`src/rtl/lnk_pkg.sv`:
```
package lnk_pkg;

    typedef enum logic [1:0] {
        LS_FAIL   = 2'd0,
        LS_NEGO   = 2'd1,
        LS_PASS   = 2'd2,
        LS_FORCED = 2'd3
    } lnk_state_e;

    typedef enum logic [1:0] {
        AN_IDLE   = 2'b00,
        AN_BUSY   = 2'b01,
        AN_DONE   = 2'b10,
        AN_PARDET = 2'b11
    } an_stat_e;

    typedef enum logic {
        RX_IDLE    = 1'b0,
        RX_COLLECT = 1'b1
    } rx_phase_e;

    localparam int BURST_SLOTS = 33;
    localparam int WORD_W      = 16;
    localparam int FD_BIT      = 6;

    function automatic logic [WORD_W-1:0] make_adv_word(input logic fd);
        return {9'd0, fd, 1'b1, 5'b00001};
    endfunction

endpackage

```
`src/rtl/lp_rx_decode.sv`:
```
module lp_rx_decode
    import lnk_pkg::*;
#(
    parameter int SLOT_CYC = 15625
) (
    input  logic              clk,
    input  logic              rst_n,
    input  logic              clr,
    input  logic              pulse_in,
    output logic              nlp_evt,
    output logic              flp_evt,
    output logic [WORD_W-1:0] word_out
);
    localparam int CW = $clog2(SLOT_CYC + 1);

    rx_phase_e         phase;
    logic [5:0]        slot;
    logic [CW-1:0]     cnt;
    logic              seen;
    logic [WORD_W-1:0] shreg;
    logic              seen_n;

    assign seen_n = seen | pulse_in;

    always_ff @(posedge clk or negedge rst_n) begin
        if (!rst_n) begin
            phase    <= RX_IDLE;
            slot     <= '0;
            cnt      <= '0;
            seen     <= 1'b0;
            shreg    <= '0;
            word_out <= '0;
            nlp_evt  <= 1'b0;
            flp_evt  <= 1'b0;
        end else begin
            nlp_evt <= 1'b0;
            flp_evt <= 1'b0;
            if (clr) begin
                phase <= RX_IDLE;
            end else begin
                unique case (phase)
                    RX_IDLE: begin
                        if (pulse_in) begin
                            phase <= RX_COLLECT;
                            slot  <= 6'd1;
                            cnt   <= CW'(1);
                            seen  <= 1'b0;
                            shreg <= '0;
                        end
                    end
                    RX_COLLECT: begin
                        if (cnt == CW'(SLOT_CYC)) begin
                            cnt  <= CW'(1);
                            seen <= 1'b0;
                            slot <= slot + 6'd1;
                            if (slot[0]) begin
                                shreg[slot[4:1]] <= seen_n;
                            end else if (!seen_n) begin
                                phase <= RX_IDLE;
                                if (slot == 6'd2) nlp_evt <= 1'b1;
                            end else if (slot == 6'd32) begin
                                phase    <= RX_IDLE;
                                flp_evt  <= 1'b1;
                                word_out <= shreg;
                            end
                        end else begin
                            cnt  <= cnt + CW'(1);
                            seen <= seen_n;
                        end
                    end
                endcase
            end
        end
    end
endmodule

```
`src/rtl/lp_tx_gen.sv`:
```
module lp_tx_gen
    import lnk_pkg::*;
#(
    parameter int SLOT_CYC  = 15625,
    parameter int GAP_SLOTS = 223,
    parameter int NLP_CYC   = 4000000
) (
    input  logic              clk,
    input  logic              rst_n,
    input  logic              restart,
    input  logic              flp_mode,
    input  logic              hold,
    input  logic [WORD_W-1:0] word,
    output logic              pulse
);
    localparam int PERIOD_SLOTS = BURST_SLOTS + GAP_SLOTS;
    localparam int CW = $clog2(SLOT_CYC);
    localparam int SW = $clog2(PERIOD_SLOTS);
    localparam int NW = $clog2(NLP_CYC);

    logic [CW-1:0] sub;
    logic [SW-1:0] slot_idx;
    logic [NW-1:0] ntmr;
    logic          flp_fire;

    assign flp_fire = (sub == '0) && (slot_idx < SW'(BURST_SLOTS))
                    && (!slot_idx[0] || word[4'(slot_idx >> 1)]);

    always_ff @(posedge clk or negedge rst_n) begin
        if (!rst_n) begin
            sub      <= '0;
            slot_idx <= '0;
            ntmr     <= '0;
            pulse    <= 1'b0;
        end else if (restart) begin
            sub      <= '0;
            slot_idx <= '0;
            ntmr     <= '0;
            pulse    <= 1'b0;
        end else if (flp_mode) begin
            pulse <= flp_fire;
            if (sub == CW'(SLOT_CYC - 1)) begin
                sub      <= '0;
                slot_idx <= (slot_idx == SW'(PERIOD_SLOTS - 1)) ? '0 : slot_idx + SW'(1);
            end else begin
                sub <= sub + CW'(1);
            end
        end else if (hold) begin
            ntmr  <= '0;
            pulse <= 1'b0;
        end else if (ntmr == NW'(NLP_CYC - 1)) begin
            ntmr  <= '0;
            pulse <= 1'b1;
        end else begin
            ntmr  <= ntmr + NW'(1);
            pulse <= 1'b0;
        end
    end
endmodule

```
`src/rtl/lnk_nway_ctrl.sv`:
```
module lnk_nway_ctrl
    import lnk_pkg::*;
#(
    parameter int SLOT_CYC  = 15625,
    parameter int GAP_SLOTS = 223,
    parameter int NLP_CYC   = 4000000,
    parameter int LOSS_CYC  = 25000000,
    parameter int PD_COUNT  = 3
) (
    input  logic       clk,
    input  logic       rst_n,
    input  logic       rx_pulse,
    input  logic       tx_active,
    input  logic       cfg_an_en,
    input  logic       cfg_adv_fd,
    input  logic       cfg_link_dis,
    input  logic       cfg_an_restart,
    output logic       tx_pulse,
    output logic       link_ok,
    output logic       link_led_n,
    output logic [1:0] an_status,
    output logic       duplex_full
);
    localparam int PW = $clog2(PD_COUNT + 1);
    localparam int LW = $clog2(LOSS_CYC);

    lnk_state_e        state, nxt;
    an_stat_e          an_q;
    logic              dup_q, an_en_q;
    logic [WORD_W-1:0] last_word, dec_word;
    logic [1:0]        match_cnt;
    logic [PW-1:0]     nlp_cnt;
    logic [LW-1:0]     loss_tmr;
    logic              dec_nlp, dec_flp, rx_gated;
    logic              restart_evt, three_match, pd_hit, loss_hit, st_change;

    assign rx_gated    = rx_pulse & ~cfg_link_dis;
    assign restart_evt = cfg_an_en & (~an_en_q | cfg_an_restart);
    assign three_match = dec_flp && (dec_word == last_word) && (match_cnt == 2'd2);
    assign pd_hit      = dec_nlp && (nlp_cnt == PW'(PD_COUNT - 1));
    assign loss_hit    = (loss_tmr == LW'(LOSS_CYC - 1));
    assign st_change   = (nxt != state) || restart_evt;

    lp_rx_decode #(.SLOT_CYC(SLOT_CYC)) u_rx (
        .clk(clk), .rst_n(rst_n), .clr(state == LS_FORCED), .pulse_in(rx_gated),
        .nlp_evt(dec_nlp), .flp_evt(dec_flp), .word_out(dec_word)
    );

    lp_tx_gen #(.SLOT_CYC(SLOT_CYC), .GAP_SLOTS(GAP_SLOTS), .NLP_CYC(NLP_CYC)) u_tx (
        .clk(clk), .rst_n(rst_n), .restart(st_change), .flp_mode(state == LS_NEGO),
        .hold(tx_active), .word(make_adv_word(cfg_adv_fd)), .pulse(tx_pulse)
    );

    always_comb begin
        nxt = state;
        if (cfg_link_dis) begin
            nxt = LS_FORCED;
        end else if (state == LS_FORCED) begin
            nxt = cfg_an_en ? LS_NEGO : LS_FAIL;
        end else if (restart_evt) begin
            nxt = LS_NEGO;
        end else begin
            unique case (state)
                LS_FAIL:   if (cfg_an_en) nxt = LS_NEGO;
                           else if (pd_hit) nxt = LS_PASS;
                LS_NEGO:   if (!cfg_an_en) nxt = LS_FAIL;
                           else if (three_match || pd_hit) nxt = LS_PASS;
                LS_PASS:   if (loss_hit) nxt = cfg_an_en ? LS_NEGO : LS_FAIL;
                LS_FORCED: nxt = LS_FORCED;
            endcase
        end
    end

    always_ff @(posedge clk or negedge rst_n) begin
        if (!rst_n) state <= LS_FAIL;
        else        state <= nxt;
    end

    always_ff @(posedge clk or negedge rst_n) begin
        if (!rst_n) begin
            an_en_q   <= 1'b0;
            an_q      <= AN_IDLE;
            dup_q     <= 1'b0;
            last_word <= '0;
            match_cnt <= '0;
            nlp_cnt   <= '0;
            loss_tmr  <= '0;
        end else begin
            an_en_q <= cfg_an_en;
            if (st_change) begin
                match_cnt <= '0;
                nlp_cnt   <= '0;
                loss_tmr  <= '0;
                unique case (nxt)
                    LS_NEGO: begin an_q <= AN_BUSY; dup_q <= 1'b0; end
                    LS_PASS: begin
                        if (state == LS_NEGO && three_match) begin
                            an_q  <= AN_DONE;
                            dup_q <= cfg_adv_fd & dec_word[FD_BIT];
                        end else begin
                            an_q  <= (state == LS_NEGO) ? AN_PARDET : AN_IDLE;
                            dup_q <= 1'b0;
                        end
                    end
                    default: begin an_q <= AN_IDLE; dup_q <= 1'b0; end
                endcase
            end else begin
                if (dec_flp) begin
                    last_word <= dec_word;
                    match_cnt <= (match_cnt != 2'd0 && dec_word == last_word)
                               ? match_cnt + 2'd1 : 2'd1;
                    nlp_cnt   <= '0;
                end else if (dec_nlp) begin
                    nlp_cnt <= nlp_cnt + PW'(1);
                end
                if (state == LS_PASS) loss_tmr <= rx_gated ? '0 : loss_tmr + LW'(1);
            end
        end
    end

    assign link_ok     = (state == LS_PASS) || (state == LS_FORCED);
    assign link_led_n  = ~link_ok;
    assign an_status   = an_q;
    assign duplex_full = (state == LS_FORCED) ? cfg_adv_fd : dup_q;

endmodule

```
`config.mk`:
```
export PLATFORM = sky130hd
export DESIGN_NAME = lnk_nway_ctrl
export DESIGN_NICKNAME = d
export VERILOG_FILES = /design/src/rtl/lnk_pkg.sv /design/src/rtl/lp_rx_decode.sv /design/src/rtl/lp_tx_gen.sv /design/src/rtl/lnk_nway_ctrl.sv
export SDC_FILE = /design/constraint.sdc
export NUM_CORES = 1
export LEC_CHECK = 0
export BUFFER_PORTS_ARGS = -buffer_cell sky130_fd_sc_hd__buf_2
export CAP_MARGIN = 20
export CORE_MARGIN = 4
export CORE_UTILIZATION = 55
export DETAILED_ROUTE_END_ITERATION = 10
export GPL_ROUTABILITY_DRIVEN = 0
export PLACE_DENSITY = 0.71
export SYNTH_ARGS = -nofsm -noshare
export SYNTH_HDL_FRONTEND = slang
export SYNTH_SLANG_ARGS = --single-unit
```
`constraint.sdc`:
```
create_clock -name clk -period 3.6 [get_ports clk]
set_clock_uncertainty 0.15 [all_clocks]
set_input_delay 0.72 -clock clk [delete_from_list [all_inputs] [get_ports clk]]
set_output_delay 0.72 -clock clk [all_outputs]
set_load 0.01 [all_outputs]
```
### Word-level counts from Yosys, hierarchy flattened

Cells that the tools add are included.

* add/sub/neg operators: 8
* order comparisons: 4
* eq/ne operators: 20
* muxes and demuxes: 77
* bitwise gates (word level): 12
* reductions and logical operators: 27

Operators with widths (number)
* two-way mux 22 bit: 4
* two-way mux 25 bit: 3
* two-way mux 14 bit: 5
* two-way mux 16 bit: 3
* two-way mux 2 bit: 16
* two-way mux 8 bit: 4
* case mux 16 bit (2 select lines): 1
* two-way mux 1 bit: 30
* adder 14 x 1 -> 14 bit, second input constant: 2
* equality test 14 bit, second input constant: 2
* case mux 14 bit (2 select lines): 1
* adder 25 x 1 -> 25 bit, second input constant: 1
* equality test 25 bit, second input constant: 1
* adder 22 x 1 -> 22 bit, second input constant: 1
* equality test 22 bit, second input constant: 1
* bitwise mux 16 bit: 1
* equality test 16 bit: 1
* zero test 14 bit: 1
* two-way mux 6 bit: 2
* case mux 6 bit (2 select lines): 1
* equality test 2 bit, second input constant: 5
* < comparator 4 x 5 -> 1 bit, second input constant: 2
* nonzero test 2 bit: 5
* adder 8 x 1 -> 8 bit, second input constant: 1
* 27 further kinds: 54

* register bits after elaboration: 152
* input bits: 8
* output and inout port bits: 6
* logic and storage cells: 168

### Longest topological paths before layout

* word-level depth: 14
* gate-level depth with buffers: 13
* mapped depth without buffers: 12

### By module

A second synthesis with hierarchy kept.

* cell total of the unflattened synthesis: 850
* area total of the unflattened synthesis: 8363.0 um^2

Modules (own cells, without submodules)
* lp_rx_decode: instances 1, cells an instance 276, area an instance 2842.7 um^2, seq. area each 1401.3 um^2
* lnk_nway_ctrl: instances 1, cells an instance 273, area an instance 2835.2 um^2, seq. area each 1276.2 um^2
* lp_tx_gen: instances 1, cells an instance 301, area an instance 2685.1 um^2, seq. area each 1126.1 um^2

### Worst setup path before layout

OpenSTA, ideal clock, no wires.

* path type: input port to flip-flop
* start: input port cfg_an_en
* end: register last_word[10]
* data arrival time: 2.750 ns
* setup slack: 0.574 ns
* stages: 8
* buffers on the path: 2
* cell sequence: clkbuf_1 > a21oi_1 > or4b_4 > a311oi_4 > nor4b_1 > mux2i_4 > buf_12 > mux2_4

* word-level cells in the longest chain between the ends: 10
* elaborated cells between the ends (all ways): 13
* classes of those cells: eq/ne: 1; mux: 8; bitwise: 2; reduce/logical: 2

Ends and longest elaborated chain
* start, declared: line lnk_nway_ctrl.sv:14 `input logic cfg_an_en,`
* two-way mux 1 bit: line lnk_nway_ctrl.sv:59, lnk_nway_ctrl.sv:68
* two-way mux 2 bit: line lnk_nway_ctrl.sv:68 `LS_PASS: if (loss_hit) nxt = cfg_an_en ? LS_NEGO : LS_FAIL;`
* case mux 2 bit (3 select lines): line lnk_nway_ctrl.sv:63 `unique case (state)`
* two-way mux 2 bit: line lnk_nway_ctrl.sv:60 `end else if (restart_evt) begin`
* two-way mux 2 bit: line lnk_nway_ctrl.sv:58 `end else if (state == LS_FORCED) begin`
* two-way mux 2 bit: line lnk_nway_ctrl.sv:56 `if (cfg_link_dis) begin`
* != test 2 bit: line lnk_nway_ctrl.sv:42 `assign st_change = (nxt != state) || restart_evt;`
* logical OR 1 bit *: line lnk_nway_ctrl.sv:42
* inverter 1 bit (no source line) *
* AND reduction 2 bit (no source line) *
* end signal, assigned: line lnk_nway_ctrl.sv:109 `last_word <= dec_word;`
* end, declared: line lnk_nway_ctrl.sv:30 `logic [WORD_W-1:0] last_word, dec_word;`

Mark *: on every way between the ends. The rest lies on a longest branch, timed or not.
A chain may end at the register's enable or synchronous reset.

### Final worst setup path

* start: register u_rx.word_out[3]
* end: register last_word[3]

* word-level cells in the longest chain between the ends: 14

Ends and longest elaborated chain
* start, declared: line lp_rx_decode.sv:12 `output logic [WORD_W-1:0] word_out`
* start signal, assigned: line lp_rx_decode.sv:64 `word_out <= shreg;`
* equality test 16 bit: line lnk_nway_ctrl.sv:39 `assign three_match = dec_flp && (dec_word == last_word) && (match_cnt == 2'd2);`
* logical AND 1 bit (2 in series): line lnk_nway_ctrl.sv:39
* logical OR 1 bit: line lnk_nway_ctrl.sv:67 `else if (three_match || pd_hit) nxt = LS_PASS;`
* two-way mux 2 bit: line lnk_nway_ctrl.sv:67
* two-way mux 2 bit: line lnk_nway_ctrl.sv:66 `LS_NEGO: if (!cfg_an_en) nxt = LS_FAIL;`
* case mux 2 bit (3 select lines): line lnk_nway_ctrl.sv:63
* two-way mux 2 bit: line lnk_nway_ctrl.sv:60
* two-way mux 2 bit: line lnk_nway_ctrl.sv:58
* two-way mux 2 bit: line lnk_nway_ctrl.sv:56
* via nxt[0]: line lnk_nway_ctrl.sv:27 `lnk_state_e state, nxt;`
* != test 2 bit: line lnk_nway_ctrl.sv:42
* logical OR 1 bit: line lnk_nway_ctrl.sv:42
* inverter 1 bit (no source line)
* AND reduction 2 bit (no source line)

The timed path passes the listed nets, and every way through them passes these cells.

==> flow_metrics.py <==
metrics = {
    "logic_synthesis": {
        "synthAdderAreaFrac": 0.0304,
        "syn-instance-count": 873,
        "synthFlopType": "dfrtp_1",
        "synth_commonest_cells": "dfrtp_1 (152), nor2_1 (91), nand2_1 (87)",
        "yosysTopAreaCellShare": 0.462,
        "yosysUniqueCellTypes": 65,
        "ys.warnings.count": 0,
        "syn_avg_cell_area_sq_um": 9.43,
        "yosys.area.top_type": "dfrtp_1",
        "syn_nets": 901,
        "synth-compound-area-share": 0.122,
        "yosysSeqAreaShare": 0.462,
        "syn_area_sq_um": 8240,
        "synth_area_leaders": "dfrtp_1 (46%), nor2_1 (4.1%), nand2_1 (4.0%), o21ai_0 (3.7%), xor2_1 (3.6%)",
        "synth_xor_area_frac": 0.0532,
        "synth_edf_count": 0,
        "synth.most_common_cell": "dfrtp_1",
        "synth_seq_cells": 152,
        "synth_top_family_by_area": "simple AND/OR/NAND/NOR gates",
        "async_flop_share": 1.00,
        "muxShareOfSynthArea": 0.0617,
        "yosys.area_share.simple": 0.240,
    },
    "critical_path": {
        "criticalPathCategory": "flop to flop",
        "rrSetupSlack_ns": 0.28,
        "crit_start": "u_rx.word_out[3]$_DFFE_PN0P_",
        "crit_path_end": "last_word[3]$_DFFE_PN0P_",
        "cp_max_fo": 16,
        "timing.rr.end": "last_word[3]$_DFFE_PN0P_",
        "ff2ff_path_depth": 9,
        "r2r-start": "u_rx.word_out[3]$_DFFE_PN0P_",
        "worstPathArrival_ns": 3.48,
        "critPathRequiredTime_ns": 3.76,
        "startpoint_type": "flop",
        "cp_slowest_cell": "a221o_2",
        "max_stage_delay_ns": 0.48,
        "crit_chain": "xor2_1, nor4_1, buf_4, nand4_1, or3_1, a221o_2, mux2i_4, buf_12, mux2_2",
        "worstSetupEndpointType": "flop",
    },
    "clock_tree": {
        "post-cts-setup-buffers": 0,
        "cts_max_path_buffers": 2,
        "numCtsBuffers": 17,
        "postCtsHoldBufs": 0,
        "cts_tree": "built",
        "clockRootBuffer": "clkbuf_16",
        "cts_resized": 0,
        "cts.sinks": 152,
        "clk_latency_ns": 0.43,
        "h-tree-depth": 4,
        "clk_pin_slew_ns": 0.06,
    },
    "global_routing": {
        "grt_pass1_vias": 6458,
        "grt_start_max_net_pins": 73,
        "antenna_found_initial": 0,
        "grt_overflow": 0,
        "groute.usage.overall": 0.231,
        "grt_pass1_wl_um": 31400,
    },
    "sta": {
        "fin_setup_tns_ns": 0,
        "final_max_slew_viol_count": 0,
        "fin_crit_ns": 3.32,
        "fmax_mhz": 301,
        "maxSlewHeadroom": 0.462,
        "setup_viol": 0,
        "fin_ws_ns": 0.283,
        "fin_crit_sh": 0.921,
        "finalHoldViolCount": 0,
        "rsz0062_at_grt": "false",
        "tightest_slew_ns": 0.803,
    },
    "final_layout": {
        "num-nets-final": 915,
        "fin_cells": 1082,
        "finish.utilization": 0.626,
        "n_antenna_cell": 0,
        "final_cell_area_sq_um": 9140,
        "synthToLayoutAreaGrowth_pct": 11.0,
        "drive_gt1_frac": 0.124,
    },
    "route": {
        "wl_per_cell_um": 16.8,
        "drt_first_iter_violations": 398,
        "firstDrtPassIters": 6,
        "drc": 0,
        "routed_wl_um": 18200,
        "vias": 6554,
        "vias_per_cell": 6.06,
        "final_antenna_net_count": 0,
    },
    "die": {
        "die-area_sq_um": 17000,
        "io_pins": 14,
        "core_region_area_sq_um": 14600,
        "die_w_um": 130,
        "start_util": 0.564,
        "die_height_um": 130,
        "rows": 44,
    },
    "pwr": {
        "peakVddDrop_mv": 0.358,
        "p_leak_uw": 0.00401,
        "power.density_nw_per_um2": 446,
    },
    "placement": {
        "place_hpwl_um": 12400,
        "portBuffers": 13,
        "placed_cell_area_sq_um": 8540,
        "dp_slack_ns": 0.245,
        "dpl.cell_count": 1052,
    },
    "run_status": {
        "outcome": "complete, no violations",
    },
    "job": {
        "drv_cap": 0,
    },
    "min_path": {
        "hp-class": "input pin to async pin",
    },
}
==> critical path: cells and delay by family, from the launching register on <==
| family | cells | cell delay, ns |
|---|---|---|
| simple gates | 3 | 1.03 |
| mux | 2 | 0.58 |
| compound gates | 1 | 0.48 |
| flops | 1 | 0.41 |
| buf+inv | 2 | 0.40 |
| xor+xnor | 1 | 0.15 |
==> per-stage QoR <==
stage               power [uW]  hold slack, ns
floorplan                 2120           0.274
global placement          2260           0.314
detailed placement        2290           0.332
CTS                       4100           0.179
global route              4240           0.215
finish                    4070           0.159
==> cell families (layout without fill, tap and decap cells) <==
group,count (synthesis),in the layout
fa+ha+maj,20,20
xor+xnor,50,50
compound gates,169,169
buf+inv,58,83
flops,152,152
mux,40,40
simple gates,384,384
==> state kept, by name, summed over array words and instances (netlist names) <==
signal / count
loss_tmr: 25
u_tx.ntmr: 22
last_word: 16
u_rx.shreg: 16
u_rx.word_out: 16
u_rx.cnt: 14
u_tx.sub: 14
u_tx.slot_idx: 8
u_rx.slot: 6
an_status: 2
match_cnt: 2
nlp_cnt: 2
state: 2
an_en_q: 1
dup_q: 1
u_rx.flp_evt: 1
u_rx.nlp_evt: 1
u_rx.phase: 1
u_rx.seen: 1
u_tx.pulse: 1
==> cells in the final DEF (no fill, tap or decap), types with 3 or more instances in the layout <==
| cell | instances |
|---|---|
| or3_1 | 13 |
| nand2b_1 | 9 |
| ha_1 | 20 |
| nor4b_1 | 3 |
| clkbuf_8 | 3 |
| and4_1 | 4 |
| nand4_1 | 16 |
| nor2b_1 | 6 |
| clkbuf_1 | 3 |
| a21oi_1 | 59 |
| dfrtp_1 | 152 |
| and3_1 | 22 |
| nand3_1 | 30 |
| nor3b_1 | 5 |
| a31oi_1 | 9 |
| and2_1 | 5 |
| a22oi_1 | 4 |
| buf_4 | 15 |
| nor4_1 | 11 |
| mux2_4 | 10 |
| buf_12 | 3 |
| o21ai_0 | 61 |
| nor3_1 | 46 |
| xor2_1 | 34 |
| o31ai_1 | 3 |
| a22o_1 | 5 |
| clkbuf_16 | 17 |
| a21boi_0 | 7 |
| buf_2 | 12 |
| bufinv_16 | 3 |
| or4_1 | 4 |
| nor2_1 | 91 |
| nand3b_1 | 18 |
| xnor2_1 | 16 |
| inv_1 | 21 |
| nand2_1 | 87 |
| a32o_1 | 5 |
| mux2_2 | 25 |
==> layer usage <==
layer | share of wire | vias to the layer above | wire length (um) | global-route usage
li1 | - | 3130 | - | -
met1 | 0.47 | 3242 | 8630 | 0.318
met3 | 0.037 | 32 | 678 | 0.0442
met4 | 0.018 | 0 | 320 | 0.0859
met5 | 0 | - | 0 | 0
met2 | 0.47 | 150 | 8550 | 0.367
==> how the worst min path moves through the flow <==
stage	startpoint	end	slack [ns]	cells after the start
2_1_floorplan	rst_n	an_en_q$_DFF_PN0_	0.27	0
3_3_place_gp	match_cnt[0]$_DFFE_PN0P_	match_cnt[0]$_DFFE_PN0P_	0.31	1
3_5_place_dp	match_cnt[0]$_DFFE_PN0P_	match_cnt[0]$_DFFE_PN0P_	0.33	1
4_1_cts	rst_n	last_word[9]$_DFFE_PN0P_	0.18	1
5_1_grt	rst_n	last_word[9]$_DFFE_PN0P_	0.22	1
6_report	rst_n	u_rx.word_out[9]$_DFFE_PN0P_	0.16	1
==> layout make-up <==
type / count / area (sq um)
timing repair buffer: 31 / 244
tap: 184 / 230
fill: 1180 / 5450
multi-input combinational: 663 / 4180
clock buffer: 23 / 478
sequential: 152 / 3800
clock inverter: 7 / 119
inverter: 22 / 82.6
==> where the power goes <==
group / switching (uW) / internal, uW
registers: 68.9 / 1750
clock network: 676 / 1140
logic: 299 / 141
total: 1040 / 3030
Note: power is estimated with default switching activity, not from simulation.
